[src/rtl/alu_flag_pkg.sv]
package alu_flag_pkg;
  localparam int unsigned DATA_W = 32;
  localparam int unsigned SEL_W  = 4;

  typedef enum logic [SEL_W-1:0] {
    OP_ADD  = 4'd0,
    OP_SUB  = 4'd1,
    OP_RSUB = 4'd2,
    OP_MUL  = 4'd3,
    OP_DIV  = 4'd4,
    OP_REM  = 4'd5,
    OP_BNOT = 4'd6,
    OP_BAND = 4'd7,
    OP_BOR  = 4'd8,
    OP_BXOR = 4'd9,
    OP_BXNR = 4'd10,
    OP_LNOT = 4'd11,
    OP_LAND = 4'd12,
    OP_LOR  = 4'd13,
    OP_RSV0 = 4'd14,
    OP_RSV1 = 4'd15
  } alu_op_e;
endpackage

[src/rtl/flag_result_stat.sv]
module flag_result_stat #(
  parameter int unsigned W = 32
) (
  input  logic [W-1:0] res_i,
  output logic         zero_o,
  output logic         neg_o
);
  always_comb begin
    zero_o = ~|res_i;
    neg_o  = res_i[W-1];
  end
endmodule

[src/rtl/flag_overflow_detect.sv]
module flag_overflow_detect
  import alu_flag_pkg::*;
#(
  parameter int unsigned W = 32
) (
  input  logic [W-1:0] a_i,
  input  logic [W-1:0] b_i,
  input  alu_op_e      op_i,
  input  logic         res_msb_i,
  output logic         ovf_o
);
  localparam logic [W-1:0] MOST_NEG  = {1'b1, {(W-1){1'b0}}};
  localparam logic [W-1:0] MINUS_ONE = {W{1'b1}};

  logic signed [W-1:0]   sa, sb;
  logic signed [2*W-1:0] prod;
  logic                  mul_ovf, div_ovf, rem_ovf;
  logic                  add_ovf, sub_ovf, rsub_ovf;

  always_comb begin
    sa   = $signed(a_i);
    sb   = $signed(b_i);
    prod = sa * sb;
    add_ovf  = (a_i[W-1] == b_i[W-1]) && (res_msb_i != a_i[W-1]);
    sub_ovf  = (a_i[W-1] != b_i[W-1]) && (res_msb_i != a_i[W-1]);
    rsub_ovf = (a_i[W-1] != b_i[W-1]) && (res_msb_i != b_i[W-1]);
    mul_ovf  = prod[2*W-1:W] != {W{prod[W-1]}};
    div_ovf  = (b_i == '0) || ((a_i == MOST_NEG) && (b_i == MINUS_ONE));
    rem_ovf  = (a_i == '0);
  end

  always_comb begin
    case (op_i)
      OP_SUB:  ovf_o = sub_ovf;
      OP_RSUB: ovf_o = rsub_ovf;
      OP_MUL:  ovf_o = mul_ovf;
      OP_DIV:  ovf_o = div_ovf;
      OP_REM:  ovf_o = rem_ovf;
      OP_BNOT, OP_BAND, OP_BOR, OP_BXOR, OP_BXNR,
      OP_LNOT, OP_LAND, OP_LOR: ovf_o = 1'b0;
      default: ovf_o = add_ovf;
    endcase
  end

  always_comb begin
    if ((op_i >= OP_BNOT) && (op_i <= OP_LOR))
      AST_LOGIC_NO_OVF: assert (!ovf_o);
  end

  always_comb begin
    if ((op_i == OP_DIV) && (b_i == '0))
      AST_DIV_ZERO_OVF: assert (ovf_o);
  end
endmodule

[src/rtl/flag_signed_compare.sv]
module flag_signed_compare #(
  parameter int unsigned W = 32
) (
  input  logic [W-1:0] a_i,
  input  logic [W-1:0] b_i,
  output logic         lt_o,
  output logic         gt_o,
  output logic         eq_o
);
  always_comb begin
    eq_o = (a_i == b_i);
    lt_o = ($signed(a_i) < $signed(b_i));
    gt_o = ($signed(a_i) > $signed(b_i));
  end
endmodule

[src/rtl/alu_status_flags.sv]
module alu_status_flags
  import alu_flag_pkg::*;
(
  input  logic [DATA_W-1:0] op_a,
  input  logic [DATA_W-1:0] op_b,
  input  logic [SEL_W-1:0]  op_sel,
  input  logic [DATA_W-1:0] alu_result,
  output logic              flag_zero,
  output logic              flag_neg,
  output logic              flag_ovf,
  output logic              cmp_lt,
  output logic              cmp_gt,
  output logic              cmp_eq
);
  alu_op_e op;
  assign op = alu_op_e'(op_sel);

  flag_result_stat #(.W(DATA_W)) u_stat (
    .res_i  (alu_result),
    .zero_o (flag_zero),
    .neg_o  (flag_neg)
  );

  flag_overflow_detect #(.W(DATA_W)) u_ovf (
    .a_i       (op_a),
    .b_i       (op_b),
    .op_i      (op),
    .res_msb_i (alu_result[DATA_W-1]),
    .ovf_o     (flag_ovf)
  );

  flag_signed_compare #(.W(DATA_W)) u_cmp (
    .a_i  (op_a),
    .b_i  (op_b),
    .lt_o (cmp_lt),
    .gt_o (cmp_gt),
    .eq_o (cmp_eq)
  );

  always_comb begin
    AST_CMP_ONE_HOT: assert ($onehot({cmp_lt, cmp_gt, cmp_eq}));
  end

  always_comb begin
    if (flag_zero)
      AST_ZERO_NOT_NEG: assert (!flag_neg);
  end
endmodule

[config.mk]
export PLATFORM = sky130hd
export DESIGN_NAME = alu_status_flags
export DESIGN_NICKNAME = d
export VERILOG_FILES = /design/src/rtl/alu_flag_pkg.sv /design/src/rtl/flag_result_stat.sv /design/src/rtl/flag_overflow_detect.sv /design/src/rtl/flag_signed_compare.sv /design/src/rtl/alu_status_flags.sv
export SDC_FILE = /design/constraint.sdc
export NUM_CORES = 2
export LEC_CHECK = 0
export ABC_AREA = 1
export CORE_MARGIN = 2
export CORE_UTILIZATION = 35
export DETAILED_ROUTE_END_ITERATION = 16
export GPL_TIMING_DRIVEN = 0
export PLACE_DENSITY = 0.5
export SLEW_MARGIN = 0
export SYNTH_ARGS = -nofsm -noshare
export SYNTH_HDL_FRONTEND = slang
export SYNTH_SLANG_ARGS = --single-unit
[constraint.sdc]
create_clock -name vclk -period 10.7
set_clock_uncertainty 0.1 [all_clocks]
set_input_delay 1.07 -clock vclk [all_inputs]
set_output_delay 1.07 -clock vclk [all_outputs]
set_load 0.02 [all_outputs]
==> run summary <==
Kind of launch point of the worst setup path: input pin
Starting density of the core: 0.354
DIE HEIGHT: 342 um
Leading area contributor after synthesis: fa_1
Largest fanout of any net on the critical path: 10
Final sequential cell count: 0
Core area: 113,000 um^2
Total die area: 117,000 um^2
Number of maximum-capacitance violations: 0
Residual antenna-violating net count after detailed routing: 0
Count of final setup violators: 0
Min-Delay Path Class: input pin to output port
Gp weighted congestion: 1.02
Max-slew violations: 0
Synth cell types: 42
Worst slew pin tran: 1220 ps
Total area of sequential cells: 0 um^2
Number of top-level design ports: 106
Layout cells sized above 1: 0.0985
Period utilization: 0.984
Headroom to the max-slew limit: 0.178
Total via count after detailed routing: 34,200
Required time worst endpoint: 9530 ps
Yosys warning count: 0
Detailed placement HPWL: 145,000 um
Net Count, Synth: 6,578
Row cnt: 123
Cell with the biggest individual delay on the critical path: fa_1
Clkbuf count: 0
WL per Instance: 25.4 um
Sequential area share after synthesis: 0
Maximum single-stage delay on the critical path: 680 ps
Arr. time, crit path: 9360 ps
Violation count after the first detailed-route iteration: 3,289
Endpoint kind of the worst setup timing path: output port
Wire length of the first global-routing pass: 250,000 um
Cell types with the highest counts after synthesis: 1,604 x nand2_1, 1,492 x inv_1, 1,081 x fa_1
Port bufs: 106
Cell Area, Synth: 39,900 um^2
Run status: finished clean
Number of design rule violations left after detail routing: 0
GRT Total Usage: 0.302
Total wire length after detailed routing: 173,000 um
CP Class: input pin to output port
Post-synthesis cell count: 5,154
Mean instance size in the synthesized netlist: 7.74 um^2
Number of endpoints with negative hold slack in the final report: 0
Top cells by area, synth: fa_1 54%, nand2_1 15%, inv_1 14%
Growth of design area from synthesis to finish: 13.2%
Highest clock frequency the design can meet: 95.0 MHz
Final critical path time including I/O delays and setup: 10,530 ps
Initial antenna violation count: 7
Most used cell along the critical path: fa_1
Share of the synthesized area in the top cell type: 0.543
Worst-case setup margin in the final layout: 169 ps
Most common cell in the synthesized netlist: nand2_1
Place WS: -2710 ps
Largest net degree at the start of global routing: 24
X dimension of the die: 342 um
Detail-routed via count per cell: 5.01
# nets final: 6,745
Number of global-route vias before repair: 36,300
Number of detailed-route iterations in the first pass: 6
Final global-route overflow total: 0
## through the flow
step | cell area [um^2] | hold slack (ps) | cells | setup TNS (ps) | util
floorplan | 39900 | 2150 | 5154 | 0 | -
global placement | 42800 | 3180 | 6760 | -2740 | 0.380
detailed placement | 42800 | 3180 | 6761 | -2710 | 0.380
CTS | 44200 | 2980 | 6780 | 0 | 0.392
global route | 45200 | 3040 | 6819 | -46.0 | 0.400
finish | 45200 | 2980 | 6821 | 0 | 0.400
## worst paths after layout
check,from,to,slack (ps),cells past startpoint
worst min-delay path,op_sel[3],flag_ovf,2980,5
worst max-delay path,op_b[16],flag_ovf,170,36
## placed cells by master (no fill, tap or decap), types with 21 or more instances in the layout
| cell type | n |
|---|---|
| clkdlybuf4s50_1 | 63 |
| nor2_1 | 90 |
| ha_1 | 214 |
| inv_1 | 1475 |
| clkbuf_2 | 84 |
| nand4_1 | 34 |
| nor2_2 | 34 |
| inv_2 | 22 |
| o21ai_0 | 22 |
| nand2_2 | 35 |
| a21oi_1 | 59 |
| buf_6 | 21 |
| nor4_1 | 23 |
| buf_4 | 76 |
| ha_4 | 26 |
| clkbuf_4 | 47 |
| nand2_1 | 1576 |
| fa_2 | 24 |
| nand3_1 | 94 |
| buf_2 | 24 |
| fa_1 | 1057 |
## routing by layer
layer	global-route usage	wire [um]
met5	0	22
met4	0.162	12100
met1	0.397	68900
met2	0.474	75600
met3	0.0564	16300
## final cells by class
cell class | instances | area, um^2
Inverter | 1505 | 5680
Timing Repair Buffer | 167 | 1580
Tap cell | 1500 | 1880
Buffer | 223 | 1830
Multi-Input combinational cell | 3423 | 34200
Timing Repair inverter | 1 | 5.00
Antenna cell | 2 | 5.00
Fill cell | 11900 | 67600
## worst max-delay path: cells and delay by family
family / cells / cell delay [ps]
AO/OA/AOI/OAI: 3 / 540
buffers and inverters: 10 / 1760
adder cells (fa/ha/maj): 9 / 4510
AND/OR/NAND/NOR: 14 / 1460
## logic make-up (layout without fill, tap and decap cells)
| family | Yosys count | count (layout) | synth area share |
|---|---|---|---|
| adder cells (fa/ha/maj) | 1324 | 1324 | 0.619 |
| XOR/XNOR | 16 | 16 | 0.00351 |
| AO/OA/AOI/OAI | 127 | 127 | 0.0176 |
| buffers and inverters | 1731 | 1896 | 0.164 |
| AND/OR/NAND/NOR | 1956 | 1956 | 0.197 |
| other | 0 | 2 | 0 |
## what timing repair did
action	4_1_cts	5_1_grt
gates resized for setup	480	354
cloned	0	1
buffers inserted	20	40
pin swaps	18	35
setup endpoints to repair	1	1
hold buffers	0	0
